==> src/rtl/tg_pkg.sv <==
package tg_pkg;
  localparam int LOCK_W       = 5;
  localparam int LK_CFG_HARD  = 0;
  localparam int LK_CFG_SOFT  = 1;
  localparam int LK_TMR_HARD  = 2;
  localparam int LK_TMR_SOFT  = 3;
  localparam int LK_FAIL_HARD = 4;
  // bits cleared by a system power-on request
  localparam logic [LOCK_W-1:0] LOCK_SOFT_MASK = 5'b01010;

  typedef enum logic [1:0] {
    ST_VALID    = 2'b00,
    ST_FAIL     = 2'b01,
    ST_NONVALID = 2'b10,
    ST_NV_FAIL  = 2'b11
  } tg_cond_e;
endpackage

==> src/rtl/tg_cfg_lock.sv <==
module tg_cfg_lock
  import tg_pkg::*;
#(
  parameter int N = 10
) (
  input  logic              clk,
  input  logic              rst_n,
  input  logic              sys_por_n,
  input  logic              cfg_we,
  input  logic [N-1:0]      cfg_wdata,
  input  logic              lock_we,
  input  logic [LOCK_W-1:0] lock_wdata,
  output logic [N-1:0]      cfg_q,
  output logic [LOCK_W-1:0] lock_q
);
  logic [N-1:0]      cfg_d;
  logic              cfg_en;
  logic [LOCK_W-1:0] lock_d;

  assign cfg_en = cfg_we && !lock_q[LK_CFG_HARD] && !lock_q[LK_CFG_SOFT];

  always_comb begin
    cfg_d = cfg_q;
    if (cfg_en) cfg_d = cfg_wdata;
  end

  for (genvar b = 0; b < LOCK_W; b++) begin : g_lock
    if (LOCK_SOFT_MASK[b]) begin : g_soft
      always_comb begin
        lock_d[b] = lock_q[b] | (lock_we & lock_wdata[b]);
        if (!sys_por_n) lock_d[b] = 1'b0;
      end
    end else begin : g_hard
      always_comb lock_d[b] = lock_q[b] | (lock_we & lock_wdata[b]);
    end
  end

  always_ff @(posedge clk or negedge rst_n) begin
    if (!rst_n) begin
      cfg_q  <= '0;
      lock_q <= '0;
    end else begin
      cfg_q  <= cfg_d;
      lock_q <= lock_d;
    end
  end
endmodule

==> src/rtl/tg_evt_status.sv <==
module tg_evt_status #(
  parameter int N = 10
) (
  input  logic         clk,
  input  logic         rst_n,
  input  logic [N-1:0] evt,
  input  logic [N-1:0] cfg,
  input  logic         clr_en,
  input  logic [N-1:0] clr_mask,
  output logic [N-1:0] status_q,
  output logic         fail_hit,
  output logic         status_zero
);
  logic [N-1:0] status_d;

  always_comb begin
    status_d = status_q;
    if (clr_en) status_d = status_d & ~clr_mask;
    status_d = status_d | evt;
  end

  assign fail_hit    = |(evt & cfg);
  assign status_zero = (status_q == '0);

  always_ff @(posedge clk or negedge rst_n) begin
    if (!rst_n) status_q <= '0;
    else        status_q <= status_d;
  end
endmodule

==> src/rtl/tg_state_fsm.sv <==
module tg_state_fsm
  import tg_pkg::*;
(
  input  logic clk,
  input  logic rst_n,
  input  logic sys_por_n,
  input  logic fail_hit,
  input  logic clr_svf_req,
  input  logic clr_nvf_req,
  input  logic status_zero,
  input  logic fail_hard,
  output logic nvf_q,
  output logic svf_q
);
  tg_cond_e cond_q, cond_d;

  assign nvf_q = cond_q[1];
  assign svf_q = cond_q[0];

  always_comb begin
    logic n_d, s_d;
    n_d = nvf_q;
    s_d = svf_q;
    case (cond_q)
      ST_FAIL: begin
        if (!sys_por_n) n_d = 1'b1;
      end
      ST_NV_FAIL: begin
        if (clr_svf_req && status_zero && !fail_hard) s_d = 1'b0;
      end
      ST_NONVALID: begin
        if (clr_nvf_req) n_d = 1'b0;
      end
      default: ;
    endcase
    if (fail_hit) s_d = 1'b1;
    cond_d = tg_cond_e'({n_d, s_d});
  end

  always_ff @(posedge clk or negedge rst_n) begin
    if (!rst_n) cond_q <= ST_NONVALID;
    else        cond_q <= cond_d;
  end
endmodule

==> src/rtl/tamper_guard.sv <==
module tamper_guard
  import tg_pkg::*;
#(
  parameter int N = 10
) (
  input  logic              clk,
  input  logic              bat_rst_n,
  input  logic              sys_por_n,
  input  logic [N-1:0]      evt_i,
  input  logic              cfg_we_i,
  input  logic [N-1:0]      cfg_wdata_i,
  input  logic              lock_we_i,
  input  logic [LOCK_W-1:0] lock_wdata_i,
  input  logic              clr_we_i,
  input  logic [N+1:0]      clr_wdata_i,
  input  logic              viol_ie_i,
  output logic [N-1:0]      cfg_o,
  output logic [LOCK_W-1:0] lock_o,
  output logic [N-1:0]      evt_status_o,
  output logic              nvf_o,
  output logic              svf_o,
  output logic              tc_stop_o,
  output logic              tc_wr_ok_o,
  output logic              viol_irq_o
);
  localparam int SVF_BIT = N;
  localparam int NVF_BIT = N + 1;

  logic [1:0] rst_pipe_q;
  logic       rst_n_q;
  logic       fail_hit;
  logic       status_zero;
  logic       evt_clr_en;

  always_ff @(posedge clk or negedge bat_rst_n) begin
    if (!bat_rst_n) rst_pipe_q <= 2'b00;
    else            rst_pipe_q <= {rst_pipe_q[0], 1'b1};
  end
  assign rst_n_q = rst_pipe_q[1];

  // event bits may be cleared anywhere except failure-only
  assign evt_clr_en = clr_we_i && (nvf_o || !svf_o);

  tg_cfg_lock #(.N(N)) u_cfg_lock (
    .clk        (clk),
    .rst_n      (rst_n_q),
    .sys_por_n  (sys_por_n),
    .cfg_we     (cfg_we_i),
    .cfg_wdata  (cfg_wdata_i),
    .lock_we    (lock_we_i),
    .lock_wdata (lock_wdata_i),
    .cfg_q      (cfg_o),
    .lock_q     (lock_o)
  );

  tg_evt_status #(.N(N)) u_evt (
    .clk         (clk),
    .rst_n       (rst_n_q),
    .evt         (evt_i),
    .cfg         (cfg_o),
    .clr_en      (evt_clr_en),
    .clr_mask    (clr_wdata_i[N-1:0]),
    .status_q    (evt_status_o),
    .fail_hit    (fail_hit),
    .status_zero (status_zero)
  );

  tg_state_fsm u_fsm (
    .clk         (clk),
    .rst_n       (rst_n_q),
    .sys_por_n   (sys_por_n),
    .fail_hit    (fail_hit),
    .clr_svf_req (clr_we_i && clr_wdata_i[SVF_BIT]),
    .clr_nvf_req (clr_we_i && clr_wdata_i[NVF_BIT]),
    .status_zero (status_zero),
    .fail_hard   (lock_o[LK_FAIL_HARD]),
    .nvf_q       (nvf_o),
    .svf_q       (svf_o)
  );

  assign tc_stop_o  = svf_o | nvf_o;
  assign tc_wr_ok_o = !svf_o && !lock_o[LK_TMR_HARD] && !lock_o[LK_TMR_SOFT];
  assign viol_irq_o = svf_o & viol_ie_i;
endmodule

==> config.mk <==
export PLATFORM = sky130hd
export DESIGN_NAME = tamper_guard
export DESIGN_NICKNAME = d
export VERILOG_FILES = /design/src/rtl/tg_pkg.sv /design/src/rtl/tg_cfg_lock.sv /design/src/rtl/tg_evt_status.sv /design/src/rtl/tg_state_fsm.sv /design/src/rtl/tamper_guard.sv
export SDC_FILE = /design/constraint.sdc
export NUM_CORES = 1
export LEC_CHECK = 0
export CAP_MARGIN = 30
export CORE_MARGIN = 5
export CORE_UTILIZATION = 40
export CTS_CLUSTER_DIAMETER = 80
export DETAILED_ROUTE_END_ITERATION = 10
export DONT_BUFFER_PORTS = 1
export SYNTH_ARGS = -nofsm -noshare
export SYNTH_HDL_FRONTEND = slang
export SYNTH_SLANG_ARGS = --single-unit
==> constraint.sdc <==
create_clock -name clk -period 1.06 [get_ports clk]
set_input_delay 0.159 -clock clk [delete_from_list [all_inputs] [get_ports clk]]
set_output_delay 0.159 -clock clk [all_outputs]
set_load 0.02 [all_outputs]
Word-level counts from Yosys, hierarchy flattened

Cells that the tools add are included.

Bits of input ports: 44
Word-level logic and storage cells: 59
Output and inout port bits: 30
Register bits after elaboration: 29

Mux-type cells: 9
Bitwise logic cells: 16
Equal/unequal tests: 5
Reduce and logical (&&, ||, !) cells: 23

Operators with widths:

| operator                                                                 | number |
|---|---|
| 10-bit bitwise AND                                                       | 2 |
| 10-bit logical NOT                                                       | 1 |
| 10-bit 2-to-1 mux                                                        | 1 |
| 10-bit inverter                                                          | 1 |
| 10-bit bitwise OR                                                        | 1 |
| 10-bit OR reduction                                                      | 1 |
| 1-bit logical AND                                                        | 9 |
| 1-bit 2-to-1 mux                                                         | 7 |
| 1-bit bitwise AND                                                        | 6 |
| 1-bit logical NOT                                                        | 6 |
| 1-bit bitwise OR                                                         | 6 |
| 2-bit nonzero test                                                       | 3 |
| 2-bit == test (second input constant)                                    | 2 |
| 3-bit AND reduction                                                      | 1 |
| 2-bit by 1-bit == test with 1-bit output (second input constant)         | 1 |
| 2-bit by 1-bit inequality test with 1-bit output (second input constant) | 1 |
| 2-bit inequality test (second input constant)                            | 1 |
| 1-bit case mux with 2 select lines                                       | 1 |
| 2-bit AND reduction                                                      | 1 |
| 1-bit logical OR                                                         | 1 |

Depth between registers and ports, before layout

Depth after elaboration: 6
Depth in mapped cells: 4
Depth with buffers taken out: 3

Cells and area by module

Synthesis repeated with hierarchy kept, for this count alone.

Cell total of the unflattened synthesis: 91
Area total of the unflattened synthesis: 1184.9 sq um

Modules (own cells, without submodules):

| module        | area each (sq um) | cells each | sequential area each (sq um) | times used |
|---|---|---|---|---|
| tg_cfg_lock   | 556.8             | 34         | 375.4                        | 1 |
| tg_evt_status | 445.4             | 40         | 250.2                        | 1 |
| tamper_guard  | 96.3              | 10         | 50.0                         | 1 |
| tg_state_fsm  | 86.3              | 7          | 51.3                         | 1 |

Worst setup path before layout

OpenSTA, ideal clock, no wires.

Kind: flip-flop to flip-flop
Start point: reg u_cfg_lock.lock_q[1]
End point: reg u_cfg_lock.cfg_q[0]
Stages on the path, launching flop included: 4
Library setup time: 0.125 ns
Required time: 0.935 ns
Setup slack: -0.206 ns
Path buffers: 1
Data arrival time: 1.141 ns
Clock period less this slack: 1.266 ns
Cell sequence: dfrtp_1 nor3b_2 buf_6 mux2_2

Word-level cells in the longest chain between the ends: 2

Ends and longest elaborated chain:

| what                   | line              | RTL |
|---|---|---|
| from (decl)            | tg_cfg_lock.sv:14 | `output logic [LOCK_W-1:0] lock_q` |
| from (signal assigned) | tg_cfg_lock.sv:44 | `lock_q <= lock_d;` |
| 1-bit logical NOT      | tg_cfg_lock.sv:20 | `assign cfg_en = cfg_we && !lock_q[LK_CFG_HARD] && !lock_q[LK_CFG_SOFT];` |
| 1-bit logical AND      | tg_cfg_lock.sv:20 |  |
| to (signal assigned)   | tg_cfg_lock.sv:43 | `cfg_q <= cfg_d;` |
| to (decl)              | tg_cfg_lock.sv:13 | `output logic [N-1:0] cfg_q,` |

Every way passes these cells.
A chain may end at the register's enable or synchronous reset.

Final worst setup path

Start point: reg u_fsm.cond_q[1]
End point: out tc_stop_o

Word-level cells in the longest chain between the ends: 1

Ends and longest elaborated chain:

| what                   | line               | RTL |
|---|---|---|
| from (decl)            | tg_state_fsm.sv:15 | `tg_cond_e cond_q, cond_d;` |
| from (signal assigned) | tg_state_fsm.sv:42 | `else cond_q <= cond_d;` |
| 1-bit bitwise OR       | tamper_guard.sv:81 | `assign tc_stop_o = svf_o \| nvf_o;` |
| to (decl)              | tamper_guard.sv:22 | `output logic tc_stop_o,` |

Every way passes these cells.

==> impl_metrics.tcl <==
set metrics [dict create \
    worstSetupPathType "flip-flop to primary output" \
    path_cells "buf_8 > or2_4" \
    crit_arrival_ps 1140 \
    status "finished with violations" \
    fin_nets 202 \
    final-hold-violation-count 0 \
    ant_nets 0 \
    fin_area_mm2 0.00208 \
    start_util 0.408 \
    io_buffers 0 \
    wl_per_cell_um 19.8 \
    synth_top_area_frac 0.573 \
    drc 0 \
    slew_viol_final 0 \
    ys.flop_type "dfrtp_1" \
    power_w 0.00310 \
    rsz0062_at_grt "yes" \
    overflow 0 \
    cp.required_ps 900 \
    vias 1024 \
    synth_area_leaders "dfrtp_1, mux2_2, a21o_1, o211ai_1, dfstp_2" \
    track_usage 0.185 \
    irDropWorstVdd_v 0.00113 \
    grtUsageMet3 0.0752 \
    worstPathMaxFanout 4 \
    cts_tree "done" \
    min_period_ps 1300 \
    fill_cells 230 \
    finalClockSkew_ps 8.88 \
    diodes 0 \
    synthCells 91 \
    whs_ps 10.9 \
    clk_latency_ps 320 \
    p_leak_nw 0.897 \
    async_flop_share 1.00 \
    place_congestion 0.669 \
    cp_slowest_stage_delay_ps 560 \
    met2_usage 0.319 \
    cp_top_family "flip-flops" \
    synth_edf_count 0 \
    die_x_um 65.3 \
    mostFrequentLayoutCell "buf_6" \
    critPathCaptureType "primary output" \
    drive_gt1_frac 0.421 \
    antenna_found_initial 0 \
    max_freq_mhz 770 \
    io_pins 74 \
    final.period_utilization 1.22 \
    final_cell_mix "buf_6, dlygate4sd3_1, dfrtp_1, a21o_1" \
    cap_violations 0 \
    seq_area_frac_synth 0.594 \
    startpoint_type "flip-flop" \
    h-tree-depth 2 \
    hp-class "primary input to flip-flop" \
    grt_max_degree 28 \
    power.density_mw_per_mm2 1490 \
    ys_ff_latch 29 \
    die_y_um 65.3 \
    area_delta_synth_final_pct 70.3 \
    via_per_inst 5.33 \
    numCtsBuffers 5 \
    dpl_cell_area_mm2 0.00150 \
    yosys.area.top_type "dfrtp_1" \
    met1_usage 0.197 \
    cts_buffer_depth 2 \
    firstDrtPassIters 3 \
    crit_path_top_delay_cell "dfstp_2" \
    finalWorstSetupSlack_ps -238 \
    fin_util 0.694 \
    setup_viol 27 \
    post_synth.cell_area_avg_um2 13.4 \
    place_hpwl_um 2540 \
    std_cell_rows 20 \
    ys_types 27 \
    yosysWarnings 0 \
    violations "setup timing" \
    clkTransAtPathRegs_ps 90 \
    grt_pass1_vias 1173 \
    path_buf_inv 1 \
    first_iter_violations 5 \
    synth_nets 135 \
    pre_cts_ws_ps -188 \
    syn_area_mm2 0.00122 \
    busiest_layer "met2" \
    die_area_mm2 0.00427 \
    grt_pass1_wl_um 5750 \
    cts_num_sinks 29 \
    routed_wl_um 3800 \
    root_buffer "clkbuf_4" \
    core-area_mm2 0.00300 \
]
-- cell families after synthesis --
logic type             count (synthesis)  share of synthesized area
AO/OA/AOI/OAI                         33                      0.199
buffers and inverters                  6                     0.0358
flip-flops                            29                      0.594
multiplexers                          10                     0.0920
other                                  1                    0.00306
AND/OR/NAND/NOR                       12                     0.0757
-- path summary, 6_finish.rpt --
check | startpoint | end | slack, ps | cells past startpoint
worst max-delay path | u_fsm.cond_q[1] | tc_stop_o | -240 | 2
worst min-delay path | lock_we_i | u_cfg_lock.lock_q[3] | 10 | 2
worst max register to register | u_cfg_lock.lock_q[0] | u_cfg_lock.cfg_q[7] | -230 | 3
worst min register to register | rst_pipe_q[1] | u_evt.status_q[4] | 220 | 1
max in group asynchronous | rst_pipe_q[1] | u_fsm.cond_q[1] | 610 | 1
min in group asynchronous | bat_rst_n | rst_pipe_q[0] | 60 | 1
-- synth_stat cells (2+ instances only) --
cell type,n
buf_6,2
nor2b_1,2
a221oi_1,2
a21o_1,13
a22o_1,2
o211ai_1,10
dfrtp_1,28
mux2_2,10
a21oi_1,2
o21ai_0,2
buf_2,2
-- what timing repair did --
| action | CTS | global route |
|---|---|---|
| endpoints found under the setup margin | 34 | 52 |
| endpoints found under the hold margin | 29 | 0 |
| resized for setup | 30 | 21 |
| setup buffers | 3 | 2 |
| pin swaps | 2 | 1 |
| hold buffers | 26 | 0 |
-- metal layers --
layer / vias to the layer above / share of wire
met5: - / 0
met4: 0 / 0.017
met3: 7 / 0.091
met1: 498 / 0.37
met2: 46 / 0.52
li1: 473 / -
-- where the power goes --
part           leakage, nW  total (W)  switching [W]  internal, W
sequential           0.312    0.00132      0.0000965      0.00123
combinational        0.539   0.000839       0.000350     0.000489
clock               0.0455   0.000939       0.000376     0.000563
-- through the flow --
step,cells,TNS (ps)
2_1_floorplan,91,-2280
3_3_place_gp,153,-1760
3_5_place_dp,153,-2200
4_1_cts,190,-4120
5_1_grt,192,-5820
6_report,192,-4380
-- flip-flops by register name (all words and copies together) (netlist names) --
register           count
rst_pipe_q             2
u_cfg_lock.cfg_q      10
u_cfg_lock.lock_q      5
u_fsm.cond_q           2
u_evt.status_q        10
-- area by class of cell --
type	count	area, µm²	share of cell area
clock inverters	1	30.0	0.0144
well taps	33	41.3	0.0198
multi-input cells	56	528	0.253
clock buffers	7	55.1	0.0264
flip-flops and latches	29	729	0.350
inverters	1	3.75	0.00180
repair buffers	65	697	0.334
(Power assumes the default switching activity.)
